**src/rtl/omega_pkg.sv**
```systemverilog
package omega_pkg;

  // Perfect-shuffle: rotate an lg-bit port index left by one position.
  function automatic int shuffle_pos(input int pos, input int lg);
    int mask;
    mask = (1 << lg) - 1;
    return ((pos << 1) | (pos >> (lg - 1))) & mask;
  endfunction

  // A switch crosses when the compared source and destination bits differ.
  function automatic logic route_cross(input logic src_bit, input logic dst_bit);
    return src_bit ^ dst_bit;
  endfunction

  // Label bit examined by a given stage: most significant first.
  function automatic int stage_bit(input int stage, input int lg);
    return lg - 1 - stage;
  endfunction

endpackage

```
**src/rtl/omega_switch.sv**
```systemverilog
module omega_switch
  import omega_pkg::*;
#(
  parameter int LG  = 3,
  parameter int DW  = 16,
  parameter int BIT = 2
) (
  input  logic [1:0]          i_v,
  input  logic [1:0][LG-1:0]  i_src,
  input  logic [1:0][LG-1:0]  i_dst,
  input  logic [1:0][DW-1:0]  i_data,
  output logic [1:0]          o_v,
  output logic [1:0][LG-1:0]  o_src,
  output logic [1:0][LG-1:0]  o_dst,
  output logic [1:0][DW-1:0]  o_data,
  output logic [1:0]          o_drop
);

  // Output port chosen by each input: its own port index, flipped on a cross.
  logic [1:0] sel;
  logic       clash;

  always_comb begin
    sel[0] = 1'b0 ^ route_cross(i_src[0][BIT], i_dst[0][BIT]);
    sel[1] = 1'b1 ^ route_cross(i_src[1][BIT], i_dst[1][BIT]);
  end

  // Both inputs live and aiming at the same output: the upper port keeps it.
  assign clash  = i_v[0] && i_v[1] && (sel[0] == sel[1]);
  assign o_drop = {clash, 1'b0};

  for (genvar o = 0; o < 2; o++) begin : g_out
    logic pick_u;
    logic pick_l;
    assign pick_u    = i_v[0] && (sel[0] == 1'(o));
    assign pick_l    = i_v[1] && (sel[1] == 1'(o)) && !clash;
    assign o_v[o]    = pick_u | pick_l;
    assign o_src[o]  = pick_u ? i_src[0]  : i_src[1];
    assign o_dst[o]  = pick_u ? i_dst[0]  : i_dst[1];
    assign o_data[o] = pick_u ? i_data[0] : i_data[1];
  end

  // Checks on the local switching decision.
  always_comb begin
    if (i_v[0]) a_r4_upper_port: assert (i_src[0][BIT] == 1'b0);
    if (i_v[1]) a_r4_lower_port: assert (i_src[1][BIT] == 1'b1);
    if (i_v[0] && (i_src[0][BIT] == i_dst[0][BIT]))
      a_r3_straight: assert (o_v[0] && (o_src[0] == i_src[0]));
    if (i_v[0] && (i_src[0][BIT] != i_dst[0][BIT]))
      a_r3_cross: assert (o_v[1] && (o_src[1] == i_src[0]));
    if (i_v[1] && !o_drop[1])
      a_r5_lower_survives: assert (o_v[i_dst[1][BIT]] && (o_src[i_dst[1][BIT]] == i_src[1]));
    a_r6_conserve: assert ($countones(o_v) == $countones(i_v) - $countones(o_drop));
  end

endmodule

```
**src/rtl/omega_stage.sv**
```systemverilog
module omega_stage
  import omega_pkg::*;
#(
  parameter int LG    = 3,
  parameter int DW    = 16,
  parameter int STAGE = 0,
  localparam int P    = 1 << LG
) (
  input  logic [P-1:0]          i_v,
  input  logic [P-1:0][LG-1:0]  i_src,
  input  logic [P-1:0][LG-1:0]  i_dst,
  input  logic [P-1:0][DW-1:0]  i_data,
  output logic [P-1:0]          o_v,
  output logic [P-1:0][LG-1:0]  o_src,
  output logic [P-1:0][LG-1:0]  o_dst,
  output logic [P-1:0][DW-1:0]  o_data,
  output logic [P-1:0]          o_blk
);

  localparam int BIT = stage_bit(STAGE, LG);

  // Lanes after the shuffle wiring, as seen by the switch inputs.
  logic [P-1:0]          sv;
  logic [P-1:0][LG-1:0]  ssrc;
  logic [P-1:0][LG-1:0]  sdst;
  logic [P-1:0][DW-1:0]  sdata;
  logic [P-1:0]          sdrop;

  for (genvar p = 0; p < P; p++) begin : g_shuf
    localparam int Q = shuffle_pos(p, LG);
    assign sv[Q]    = i_v[p];
    assign ssrc[Q]  = i_src[p];
    assign sdst[Q]  = i_dst[p];
    assign sdata[Q] = i_data[p];
  end

  for (genvar k = 0; k < P / 2; k++) begin : g_sw
    omega_switch #(.LG(LG), .DW(DW), .BIT(BIT)) u_sw (
      .i_v    (sv[2*k+1:2*k]),
      .i_src  (ssrc[2*k+1:2*k]),
      .i_dst  (sdst[2*k+1:2*k]),
      .i_data (sdata[2*k+1:2*k]),
      .o_v    (o_v[2*k+1:2*k]),
      .o_src  (o_src[2*k+1:2*k]),
      .o_dst  (o_dst[2*k+1:2*k]),
      .o_data (o_data[2*k+1:2*k]),
      .o_drop (sdrop[2*k+1:2*k])
    );
  end

  // Report each dropped message against the input it came from.
  always_comb begin
    o_blk = '0;
    for (int p = 0; p < P; p++) begin
      if (sdrop[p]) o_blk[ssrc[p]] = 1'b1;
    end
  end

endmodule

```
**src/rtl/omega_router.sv**
```systemverilog
module omega_router
  import omega_pkg::*;
#(
  parameter int LG = 3,
  parameter int DW = 16,
  localparam int P      = 1 << LG,
  localparam int STAGES = LG
) (
  input  logic              clk,
  input  logic              rst_n,
  input  logic [P-1:0]      in_valid,
  input  logic [P*LG-1:0]   in_dst,
  input  logic [P*DW-1:0]   in_data,
  output logic [P-1:0]      out_valid,
  output logic [P*DW-1:0]   out_data,
  output logic [P-1:0]      blocked
);

  // Lane state between stages; index 0 is the block input.
  logic [P-1:0]          nv    [STAGES+1];
  logic [P-1:0][LG-1:0]  nsrc  [STAGES+1];
  logic [P-1:0][LG-1:0]  ndst  [STAGES+1];
  logic [P-1:0][DW-1:0]  ndata [STAGES+1];
  logic [P-1:0]          sblk  [STAGES];
  logic [P-1:0]          blk_any;

  for (genvar i = 0; i < P; i++) begin : g_in
    assign nsrc[0][i]  = LG'(i);
    assign ndst[0][i]  = in_dst[i*LG +: LG];
    assign ndata[0][i] = in_data[i*DW +: DW];
  end
  assign nv[0] = in_valid;

  for (genvar s = 0; s < STAGES; s++) begin : g_stage
    omega_stage #(.LG(LG), .DW(DW), .STAGE(s)) u_stage (
      .i_v    (nv[s]),
      .i_src  (nsrc[s]),
      .i_dst  (ndst[s]),
      .i_data (ndata[s]),
      .o_v    (nv[s+1]),
      .o_src  (nsrc[s+1]),
      .o_dst  (ndst[s+1]),
      .o_data (ndata[s+1]),
      .o_blk  (sblk[s])
    );
  end

  always_comb begin
    blk_any = '0;
    for (int s = 0; s < STAGES; s++) blk_any = blk_any | sblk[s];
  end

  // Output register: one edge of latency for every result.
  logic [P-1:0][DW-1:0] data_q;
  logic                 armed;

  always_ff @(posedge clk or negedge rst_n) begin
    if (!rst_n) begin
      out_valid <= '0;
      blocked   <= '0;
      data_q    <= '0;
      armed     <= 1'b0;
    end else begin
      out_valid <= nv[STAGES];
      blocked   <= blk_any;
      data_q    <= ndata[STAGES];
      armed     <= 1'b1;
    end
  end

  assign out_data = data_q;

  // the last stage lands each message on its own label, from a live input.
  always_comb begin
    for (int j = 0; j < P; j++) begin
      if (nv[STAGES][j]) begin
        a_r2_dest_match: assert (ndst[STAGES][j] == LG'(j));
        a_r7_from_valid: assert (in_valid[nsrc[STAGES][j]]);
      end
    end
  end

  a_r8_accounting: assert property (@(posedge clk) disable iff (!rst_n || !armed)
    ($countones(out_valid) + $countones(blocked)) == $countones($past(in_valid)));

  a_r7_blk_needs_valid: assert property (@(posedge clk) disable iff (!rst_n || !armed)
    (blocked & ~$past(in_valid)) == '0);

endmodule

```
**config.mk**
```make
export PLATFORM = sky130hd
export DESIGN_NAME = omega_router
export DESIGN_NICKNAME = d
export VERILOG_FILES = /design/src/rtl/omega_pkg.sv /design/src/rtl/omega_switch.sv /design/src/rtl/omega_stage.sv /design/src/rtl/omega_router.sv
export SDC_FILE = /design/constraint.sdc
export NUM_CORES = 1
export LEC_CHECK = 0
export BUFFER_PORTS_ARGS = -buffer_cell sky130_fd_sc_hd__buf_2
export CAP_MARGIN = 20
export CORE_MARGIN = 2
export CORE_UTILIZATION = 55
export CTS_CLUSTER_SIZE = 25
export DETAILED_ROUTE_END_ITERATION = 7
export HOLD_SLACK_MARGIN = 0.15
export PLACE_DENSITY = 0.81
export SLEW_MARGIN = 15
export SYNTH_ARGS = -nofsm -noshare
export SYNTH_HDL_FRONTEND = slang
export SYNTH_HIERARCHICAL = 1
export SYNTH_SLANG_ARGS = --single-unit
```
**constraint.sdc**
```tcl
create_clock -name clk -period 1.05 [get_ports clk]
set_clock_uncertainty 0.05 [all_clocks]
set_input_delay 0.21 -clock clk [delete_from_list [all_inputs] [get_ports clk]]
set_output_delay 0.21 -clock clk [all_outputs]
set_load 0.01 [all_outputs]
```
## After elaboration in Yosys (flattened, before gate mapping)

Index checks and enable logic that the tools add are counted.

| storage, ports and cells | value |
|---|---|
| bits in registers | 144 |

| operators by class | value |
|---|---|
| multiplexer cells | 82 |
| bitwise logic cells | 72 |
| $lt $le $gt $ge | 16 |
| equal/unequal tests | 12 |
| reductions and logical operators | 116 |

Operator list:

| cell | count |
|---|---|
| $mux 16 | 24 |
| $logic_and 1x1->1 | 104 |
| $mux 8 | 9 |
| $or 8x8->8 | 8 |
| $lt 3x4->1 const B | 8 |
| $mux 3 | 10 |
| $demux 1 s3 | 8 |
| $ge 3x1->1 const B | 8 |
| $not 1->1 | 24 |
| $or 1x1->1 | 24 |
| $mux 1 | 20 |
| $mux 2 | 8 |
| $xor 1x1->1 | 14 |
| $eq 1x1->1 | 12 |
| $logic_not 1->1 | 12 |
| $mux 7 | 1 |
| $mux 6 | 1 |
| $mux 5 | 1 |
| $xor 1x1->1 const A | 2 |

## Depth between registers and ports, before layout

| logic depth | value |
|---|---|
| depth in word-level cells | 20 |
| mapped depth | 17 |
| mapped depth without buffers | 14 |

## By module

Netlist, hierarchy kept.

By module, submodules not included:

| module | area an instance (µm²) | times used | cells each | seq. area each (µm²) |
|---|---|---|---|---|
| omega_switch | 719.4 | 12 | 70 | 0.0 |
| omega_router | 3,661.0 | 1 | 154 | 3,603.5 |
| omega_stage at g_stage[2].u_stage | 634.4 | 1 | 100 | 0.0 |
| omega_stage at g_stage[1].u_stage | 620.6 | 1 | 101 | 0.0 |
| omega_stage at g_stage[0].u_stage | 565.5 | 1 | 92 | 0.0 |

## Least setup slack after synthesis

No wires, ideal clock.

| path | value |
|---|---|
| path kind | in2reg |
| from | input port in_dst[2] |
| to | register blocked[1] |
| required time | 0.869 ns |
| slack | -2.381 ns |
| path buffers | 3 |
| library setup time | 0.131 ns |
| stages | 17 |
| arrival time | 3.250 ns |
| cells stage by stage | xor2_2 > or2_4 > buf_6 > mux2_2 > xor2_2 > or2_4 > buf_6 > mux2_2 > xor2_2 > xor2_1 > nor3_1 > buf_4 > nand2b_1 > nor3b_1 > a311oi_1 > nand3_1 > or3_1 |

RTL lines:

| item | RTL line | source |
|---|---|---|
| from (decl) | omega_router.sv:12 | `input logic [P*LG-1:0] in_dst,` |
| to (signal assigned) | omega_router.sv:65 | `blocked <= blk_any;` |
| to (decl) | omega_router.sv:16 | `output logic [P-1:0] blocked` |

==> results.txt <==
status - complete, but fails checks
failing checks - negative setup slack
max_cap viols - 0
router iterations before antenna repair - 6
Die Height - 159 µm
final instance area - 18200 µm²
leakage power figure - 9.03 nW
dpl hpwl - 36300 µm
Reg clk slew, reported paths - 0.08 ns
Syn-to-layout area delta - 38.3%
cell count after placement - 2017
WL/cell - 26.2 µm
Min-Delay Path Class - in2async
detailed router's first-iteration violation count - 1107
maximum VDD drop - 1060 µV
CP Data Arrival Time - 2.99 ns
Tot Pwr - 31.1 mW
CP startpoint kind - primary input
synthesized area - 13100 µm²
Root Buffer - clkbuf_16
CP dominant cell by count - xor2_4
Util after Layout - 77.5%
routability cong. - 0.983
Max Slew Vio Count - 0
post-route ant nets - 0
Die ar. - 25200 µm²
Slew @ Worst Pin - 0.667 ns
fill count - 1445
area of the multi-input gates - 9800 µm²
Final min period - 2.73 ns
initial antenna violation count - 9
Synth Instances - 1155
Die Width - 159 µm
Slew headroom - 55.6%
worst setup margin - -1.68 ns
Final Cycle Share - 260%
number of remaining DRC errors - 0
register area - 3610 µm²
Avg Vias per Cell - 5.97
WHS - 0.157 ns
Ys Warns - 6
non-filler cells, final - 2084
Critical Path RT - 1.31 ns
type of the worst setup path - in2reg
Mapped Avg Cell Area - 11.4 µm²
vias in the first global route - 12700
H-Tree Level Count - 4
hold violation count in the final report - 0
Power per Cell Area - 1710 nW/µm²
cell breakdown of the critical path - buf_8, xor2_4, buf_4, nand2_8, mux2_4, xor2_4, or2_4, mux2_4, xor2_4, xor2_1, nor3_1, nand2_1, o32ai_1, nor2_1, o2111ai_1, or3_1
f_max - 0.366 GHz
total number of vias - 12400
core box area - 23500 µm²
fin nets - 1905
global-route wire length before repair - 76900 µm
CTS sink cnt - 144
total track usage - 42.1%
buffer and inverter count on the worst path - 2
Max stage delay on crit path - 0.33 ns
largest net degree at the start of global routing - 31
CTS buffer count - 17
Top-Level Pins - 306
clock buffer depth - 2
# port buffers - 305
Crit-path slowest cell - mux2_4
FP Rows - 56
RSZ-0062 raised after global routing - true
Fin Setup TNS - -218.84 ns
Place WS - -2.26 ns
share of cells above drive strength 1 - 59.2%
starting density of the core - 56.0%
GRT Residual Overflow - 0
Final Setup Violations - 287
Crit. End Element - flop
Worst Path Max Fanout - 4
Worst path top cell family by delay - simple AND/OR/NAND/NOR gates
WL final - 54500 µm
CTS tree - built
Area after DPL - 16500 µm²
==> registers in the layout (all words and copies together) (netlist names) <==
signal / count
blocked: 8
out_valid: 8
out_data: 128
==> layout make-up <==
cell class                      instances  area share (%)
Multi-Input combinational cell       1065            53.9
Sequential cell                       144            19.8
Tap cell                              319            2.20
Clock buffer                           17            2.34
Inverter                               38           0.826
Antenna cell                            9           0.124
Clock inverter                         15           0.998
Timing Repair Buffer                  477            19.8
==> final timing paths <==
kind | startpoint | end | slack, ns | depth (start not counted)
min in group clk | in_data[120] | out_data[120] | 0.24 | 4
max in group asynchronous | rst_n | out_valid[2] | 0.28 | 3
min | rst_n | out_data[121] | 0.16 | 2
max | in_dst[2] | blocked[3] | -1.68 | 16
==> layer usage <==
layer	vias to the layer above	global-route usage (%)	wire, µm
met5	-	0	12
met4	2	33.2	4710
met3	332	12.1	5460
met2	956	67.8	24600
met1	5945	46.8	19700
li1	5206	-	-
==> report_power, final <==
group	switching, mW	total [mW]	internal [mW]
logic	8.15	16.8	8.61
registers	0.835	7.92	7.09
clock network	3.18	6.42	3.25
total	12.2	31.1	18.9
==> what timing repair did <==
item	in CTS	in global routing
hold endpoints to repair	144	0
buffers inserted	11	9
endpoints found under the setup margin	287	287
cloned	10	0
pin swaps	16	16
hold buffers	1	0
resized for setup	104	61
==> cells in the final DEF, fill, tap and decap left out, types with 9 or more instances in the layout <==
master / n
buf_2: 244
mux2_2: 210
or2_4: 16
buf_6: 71
a21oi_1: 29
inv_1: 34
o32ai_1: 13
o22ai_1: 15
nand2_1: 66
o2111ai_1: 11
xor2_4: 11
clkbuf_16: 17
buf_12: 16
or3_1: 9
nand3_1: 15
buf_4: 133
nor3_1: 18
nor2_1: 39
nand4_1: 9
nor2b_1: 19
o21ai_0: 12
nand2b_1: 38
conb_1: 175
nand2_2: 9
dfrtp_1: 142
diode_2: 9
mux2_4: 230
xor2_1: 10
a31oi_1: 11
Note: power is estimated with default switching activity, not from simulation.
